## config.mk

```make
export PLATFORM = sky130hd
export DESIGN_NAME = psfb_gate_gen
export DESIGN_NICKNAME = d
export VERILOG_FILES = /design/src/rtl/psfb_pkg.sv /design/src/rtl/psfb_timebase.sv /design/src/rtl/psfb_deadtime.sv /design/src/rtl/psfb_gate_gen.sv
export SDC_FILE = /design/constraint.sdc
export NUM_CORES = 1
export LEC_CHECK = 0
export CORE_ASPECT_RATIO = 0.7
export CORE_MARGIN = 1
export CORE_UTILIZATION = 41
export CTS_CLUSTER_SIZE = 25
export DETAILED_ROUTE_END_ITERATION = 10
export PLACE_DENSITY = 0.66
export SYNTH_ARGS = -nofsm -noshare
export SYNTH_HDL_FRONTEND = slang
export SYNTH_HIERARCHICAL = 1
export SYNTH_SLANG_ARGS = --single-unit
```

## constraint.sdc

```tcl
create_clock -name clk -period 4.3 [get_ports clk]
set_clock_uncertainty 0.2 [all_clocks]
set_input_delay 0.86 -clock clk [delete_from_list [all_inputs] [get_ports clk]]
set_output_delay 0.86 -clock clk [all_outputs]
set_load 0.03 [all_outputs]
```

## src/rtl/psfb_pkg.sv

```systemverilog
// Shared types for the phase-shift gate generator.
// Assumes: the sign code is decoded by logic outside this block.
package psfb_pkg;
    typedef enum logic [1:0] {
        SIGN_ZERO = 2'b00,
        SIGN_POS  = 2'b01,
        SIGN_NEG  = 2'b11
    } bridge_sign_e;
endpackage

```

## src/rtl/psfb_timebase.sv

```systemverilog
// Period counter, shift latch and leg levels for the phase-shift bridge.
// Assumes: PERIOD is even, and the control word is sampled only at period
// boundaries or while disabled.
module psfb_timebase
    import psfb_pkg::*;
#(
    parameter int PERIOD = 500,
    parameter int CW_W   = 9,
    localparam int CNT_W = $clog2(PERIOD),
    localparam int HALF  = PERIOD / 2
) (
    input  logic             clk,
    input  logic             rst_n,
    input  logic             en,
    input  logic [CW_W-1:0]  ctrl_word,
    output logic [CNT_W-1:0] phase,
    output logic             lvl_a,
    output logic             lvl_b,
    output logic [1:0]       sign
);
    localparam logic [CNT_W-1:0] LAST  = CNT_W'(PERIOD - 1);
    localparam logic [CNT_W:0]   HALFW = (CNT_W+1)'(HALF);

    logic [CNT_W-1:0] cnt_q;
    logic [CNT_W-1:0] shift_q;
    logic [CNT_W-1:0] shift_clamped;
    logic [CNT_W:0]   cnt_ext;
    logic [CNT_W:0]   shift_ext;

    // Limit the command to a half period (180 degrees).
    assign shift_clamped = ((CW_W+1)'(ctrl_word) > (CW_W+1)'(HALF)) ? CNT_W'(HALF)
                                                                  : CNT_W'(ctrl_word);

    // Period counter: cleared while disabled, wraps at the end of the period.
    always_ff @(posedge clk) begin
        if (!rst_n || !en)     cnt_q <= '0;
        else if (cnt_q == LAST) cnt_q <= '0;
        else                   cnt_q <= cnt_q + 1'b1;
    end

    // Shift latch: updated only at the wrap or while idle.
    always_ff @(posedge clk) begin
        if (!rst_n)                       shift_q <= '0;
        else if (!en || cnt_q == LAST)    shift_q <= shift_clamped;
    end

    assign cnt_ext   = {1'b0, cnt_q};
    assign shift_ext = {1'b0, shift_q};
    assign phase     = cnt_q;
    assign lvl_a     = (cnt_ext < HALFW);
    assign lvl_b     = (cnt_ext >= shift_ext) && (cnt_ext < shift_ext + HALFW);

    // Three-level sign from the raw leg levels.
    always_comb begin
        if (!en)                 sign = SIGN_ZERO;
        else if (lvl_a && !lvl_b) sign = SIGN_POS;
        else if (!lvl_a && lvl_b) sign = SIGN_NEG;
        else                     sign = SIGN_ZERO;
    end

    assert_wrap_R1: assert property (@(posedge clk) disable iff (!rst_n)
        en && cnt_q == LAST |=> cnt_q == '0);
    assert_idle_clear_R1: assert property (@(posedge clk) disable iff (!rst_n)
        !en |=> cnt_q == '0);
    assert_clamp_R4: assert property (@(posedge clk) disable iff (!rst_n)
        shift_q <= CNT_W'(HALF));
    assert_hold_shift_R5: assert property (@(posedge clk) disable iff (!rst_n)
        en && cnt_q != LAST |=> $stable(shift_q));
    assert_sign_code_R8: assert property (@(posedge clk) disable iff (!rst_n)
        sign != 2'b10);
endmodule

```

## src/rtl/psfb_deadtime.sv

```systemverilog
// Turns one leg level into complementary high/low gate commands with dead time.
// Assumes: dead time is shorter than half a period; a new level change
// during the dead window restarts it.
module psfb_deadtime #(
    parameter int DT_W = 5
) (
    input  logic            clk,
    input  logic            rst_n,
    input  logic            en,
    input  logic            level,
    input  logic [DT_W-1:0] dead_cyc,
    output logic            gate_hi,
    output logic            gate_lo
);
    logic            lvl_q;
    logic [DT_W-1:0] dcnt_q;
    logic            settled;

    // Track the level and run the blanking counter.
    always_ff @(posedge clk) begin
        if (!rst_n) begin
            lvl_q  <= 1'b0;
            dcnt_q <= '0;
        end else begin
            lvl_q <= level;
            if (!en)                  dcnt_q <= '0;
            else if (level != lvl_q)  dcnt_q <= dead_cyc;
            else if (dcnt_q != '0)    dcnt_q <= dcnt_q - 1'b1;
        end
    end

    assign settled = (dcnt_q == '0);
    assign gate_hi = en &  lvl_q & settled;
    assign gate_lo = en & ~lvl_q & settled;

    assert_blank_R6: assert property (@(posedge clk) disable iff (!rst_n)
        en && (level != lvl_q) && dead_cyc != '0 |=> !gate_hi && !gate_lo);
    assert_zero_dt_R7: assert property (@(posedge clk) disable iff (!rst_n)
        en && dead_cyc == '0 && $past(dead_cyc) == '0 && $past(en) |-> gate_hi != gate_lo);
    assert_idle_off_R9: assert property (@(posedge clk) disable iff (!rst_n)
        !en |-> !gate_hi && !gate_lo);
endmodule

```

## src/rtl/psfb_gate_gen.sv

```systemverilog
// Top of the phase-shift full-bridge gate generator: one timebase and a
// dead-time stage per leg.
// Assumes: synchronous active-low reset; inputs are synchronous to clk.
module psfb_gate_gen #(
    parameter int PERIOD = 500,
    parameter int CW_W   = 9,
    parameter int DT_W   = 5,
    localparam int CNT_W = $clog2(PERIOD),
    localparam int NLEG  = 2
) (
    input  logic             clk,
    input  logic             rst_n,
    input  logic             en,
    input  logic [CW_W-1:0]  ctrl_word,
    input  logic [DT_W-1:0]  dead_cyc,
    output logic             leg1_hi,
    output logic             leg1_lo,
    output logic             leg2_hi,
    output logic             leg2_lo,
    output logic [1:0]       bridge_sign,
    output logic [CNT_W-1:0] saw_phase
);
    logic [NLEG-1:0] lvl;
    logic [NLEG-1:0] hi;
    logic [NLEG-1:0] lo;

    psfb_timebase #(.PERIOD(PERIOD), .CW_W(CW_W)) u_tb (
        .clk       (clk),
        .rst_n     (rst_n),
        .en        (en),
        .ctrl_word (ctrl_word),
        .phase     (saw_phase),
        .lvl_a     (lvl[0]),
        .lvl_b     (lvl[1]),
        .sign      (bridge_sign)
    );

    // One dead-time stage per bridge leg.
    for (genvar g = 0; g < NLEG; g++) begin : g_leg
        psfb_deadtime #(.DT_W(DT_W)) u_dt (
            .clk      (clk),
            .rst_n    (rst_n),
            .en       (en),
            .level    (lvl[g]),
            .dead_cyc (dead_cyc),
            .gate_hi  (hi[g]),
            .gate_lo  (lo[g])
        );
    end

    assign leg1_hi = hi[0];
    assign leg1_lo = lo[0];
    assign leg2_hi = hi[1];
    assign leg2_lo = lo[1];
endmodule

```

==> results by stage <==
Layout:
- The number of nets at the end of the flow is 304.
- The fraction of final layout cells with drive strength greater than 1 is 0.1165.
- Leaving out fill and tap cells, the most frequent cell in the layout is clkdlybuf4s50_1.
- In the layout the commonest cells are clkdlybuf4s50_1 (29), dfxtp_1 (28), ha_1 (22).
- The area of all placed cells without fillers is 2492 sq um.
- The area added between synthesis and finish is 26.24%.
- The diode insertion count for antenna repair is 0.

Status:
- The final reports fail on design-rule violations.
- The flow ran to the end, but the final reports show violations.

Worst setup path:
- The launching element type of the critical path is a flip-flop.
- The critical path arrival is between 3 and 4 ns.
- STA classifies the critical path endpoint as an output pin.
- The launching instance or port of the critical path is u_tb/shift_q[3].
- The worst setup path category is flip-flop to output pin.
- The setup slack of the worst register-to-register path is 0.88 ns.
- Following the worst setup path forward leads to its endpoint at bridge_sign[0].
- The depth of the worst register-to-register path is 13.
- The endpoint identified for the worst register-to-register timing path is g_leg[1].u_dt/dcnt_q[4].
- The required time reported for the critical path endpoint is 3.24 ns.
- The worst-path maximum fanout is 6.
- In this run the critical register-to-register path is launched from u_tb/shift_q[3].

Timing:
- Setup repair after global routing could not meet its margin everywhere.
- The worst-margin pin slew is approximately 0.64 ns.
- In the finished design, the share of the clock period the worst path needs comes to 0.9756.
- The number of pins exceeding their max-slew limit in the final report is 0.
- Measured against its own limit, the worst slew margin works out to 0.5689.
- The total count of hold-check failures in the final report is 0.
- The tightest hold path in the finished design has a slack of about 0.27 ns.
- Setup violations remaining at the end of the flow were counted as 0.
- The final critical delay including setup and external delays is 4.195 ns.
- Timing would allow up to 238.4 MHz.

Synth:
- The mapped netlist covers ~2000 sq um.
- By area the synthesized netlist is led by dfxtp_1 (30%), ha_1 (14%), xnor2_1 (4.9%), nor2_1 (4.2%), inv_1 (4.0%).
- Yosys mapped a number of flops with a built-in enable equal to 0.
- Of the synthesized area, sequential elements account for 0.3042.
- The number of instances in the synthesized netlist is approximately 220.
- The share of flip-flops with an asynchronous set or reset is 0.
- The synthesized netlist contains 43 unique library cells.
- The synthesized area per cell is 8.814 sq um.
- The flip-flop and latch count after synthesis is 30.
- Of the post-synthesis cell area, the dominant cell type holds 0.3042.
- The yosys synthesis warning count is 6.
- The net count of the mapped netlist is 263.
- The leading register cell type out of synthesis is dfxtp_1.
- dfxtp_1 takes more of the synthesized area than any other cell.

Min path:
- The min-delay analysis places its worst path in the category flip-flop to flip-flop.
- The source of the worst hold timing path is u_tb/shift_q[0].

Pwr:
- The leakage power is 1.014 nW.
- IR analysis of the VDD net gives a maximum drop of around 0.00013 V.
- In this run the power density over the cells is 299.0 nW/um^2.

Place:
- The number of buffers inserted by port buffering is 31.
- The congestion estimate from routability-driven global placement came to 0.9182.
- The wire-length estimate of the detail-placed layout is ~3500 microns.
- In this run the cell area measured after placement is 2360 sq um.

Drt:
- In the routed design, unresolved DRC markers number 1.
- The count of vias placed by the detailed router is 1694.
- The count of nets left with antenna violations after detail routing is 0.
- The violation count after the first detailed-routing iteration is 85.
- Before antenna repair, the detailed router went through 7 iterations.
- For this block, the routed nets add up to 4469 microns of wire.
- Dividing the detail-routed wire length by the instance count gives 13.92 microns.
- After detailed routing, the number of vias per cell comes to 5.277.

Floorplanning:
- From left edge to right edge, the die measures 84.94 microns.
- The row count is 20.
- The floorplan step defined a die boundary enclosing 5102 sq um.
- The initial core utilization is 0.4408.
- The chip height is 60.06 microns.
- The number of I/O pins is 32.
- The floorplan core area is approximately 4500 sq um.

GRT:
- In the global route stage, overall resource usage came out at 0.1868.
- For this run the aggregate overflow at the end of global routing stands at 0.
- The initial antenna violation count is 0.
- The first global-routing pass estimated 7224 microns of wire.
- The number of global-route vias before repair was roughly 1500.
- The largest net degree at the start of global routing is 21.

CTS:
- The clock tree from TritonCTS is built.
- The buffer cell driving the clock tree root is clkbuf_8.
- Clock latency on the worst-skew pair, taken at its later pin, is 0.28 ns.
- The deepest level of the CTS H-tree is 2.
- After clock tree synthesis, the clock-pin slew on the worst setup and hold paths is roughly 0.070 ns.
- The maximum number of buffers from clock root to sink is 2.
- The clock buffer count from CTS is 5.
- Clock tree synthesis found a total of 30 sinks.
- The total of hold buffers inserted after clock tree synthesis is 0.

Job:
- The number of maximum-capacitance violations is 0.
## Yosys cell counts, drive strengths merged, types with 3 or more instances
cell	instances
dfxtp	30
ha	22
nor2	22
inv	21
nand2	15
xnor2	13
o21ai	9
a21oi	8
nand3	8
and3	7
nand2b	7
a21boi	6
nor3	5
xor2	5
o211ai	4
o22ai	4
a211oi	3
and2	3
nand4	3
## logic make-up after synthesis
group	Yosys count	synth area share
simple gates	81	0.2345
compound gates	49	0.1812
flops	30	0.3042
buf+inv	22	0.04183
fa+ha+maj	22	0.1394
xor+xnor	18	0.08745
mux	2	0.01141
## power by group
part / switching (mW) / internal, mW / total [mW] / leakage [nW]
registers: 0.0174 / 0.294 / 0.311 / 0.246
logic: 0.0975 / 0.105 / 0.202 / 0.720
clock network: 0.103 / 0.129 / 0.232 / 0.0482
total: 0.218 / 0.527 / 0.745 / 1.01
## metrics by stage
step                setup WS, ns  power [mW]    util  std cells  setup TNS (ns)
floorplan                0.07958      0.4496       -        224               0
global placement          0.2699      0.5096  0.5268        311               0
detailed placement        0.1807      0.5107  0.5268        311               0
CTS                      0.04552      0.7475  0.5497        319               0
global route            -0.07479      0.7866  0.5564        321        -0.07479
finish                    0.1048      0.7453  0.5564        321               0
## metal layers
metal | share of wire | GRT usage | vias to the layer above
met2 | 0.41 | 0.2730 | 40
met4 | 0.0031 | 0.04358 | 0
met5 | 0 | 0 | -
li1 | - | - | 887
met3 | 0.053 | 0.04144 | 2
met1 | 0.53 | 0.2775 | 765
## flip-flops by register name, indices dropped and copies added (netlist names)
signal and flops:
u_tb/shift_q 9, g_leg.u_dt/dcnt_q 10, u_tb/phase 9, g_leg.u_dt/lvl_q 2
## critical path: stages, from the launching register on
cell and delay (ns):
dfxtp_2 0.35, or4_4 0.58, nor3_4 0.19, nor2_1 0.06
ha_1 0.28, a22o_1 0.21, nor4_1 0.17, o221ai_1 0.17
a221oi_2 0.30, ha_1 0.28, nor2b_1 0.11, buf_4 0.16
## how the worst min path moves through the flow
stage                       to  slack, ns  cells past startpoint
2_1_floorplan  u_tb/shift_q[0]       0.24                      2
3_3_place_gp   u_tb/shift_q[0]       0.26                      2
3_5_place_dp   u_tb/shift_q[0]       0.27                      2
4_1_cts        u_tb/shift_q[0]       0.28                      2
5_1_grt          u_tb/phase[0]       0.30                      1
6_report       u_tb/shift_q[0]       0.27                      2
## final cells by class
cell class                 instances  area (sq um)
sequential                        30         603.1
multi-input combinational        172          1315
clock inverter                     1         5.005
tap                               55         68.82
clock buffer                       7         86.33
timing repair buffer              35         335.3
fill                             421          1987
inverter                          21         78.83
## what timing repair did
item | 4_1_cts | 5_1_grt
gates resized for setup | 2 | 5
setup endpoints to repair | 2 | 2
pin swaps | 0 | 3
buffers inserted | 0 | 2
Power figures use the tool's default switching activity.
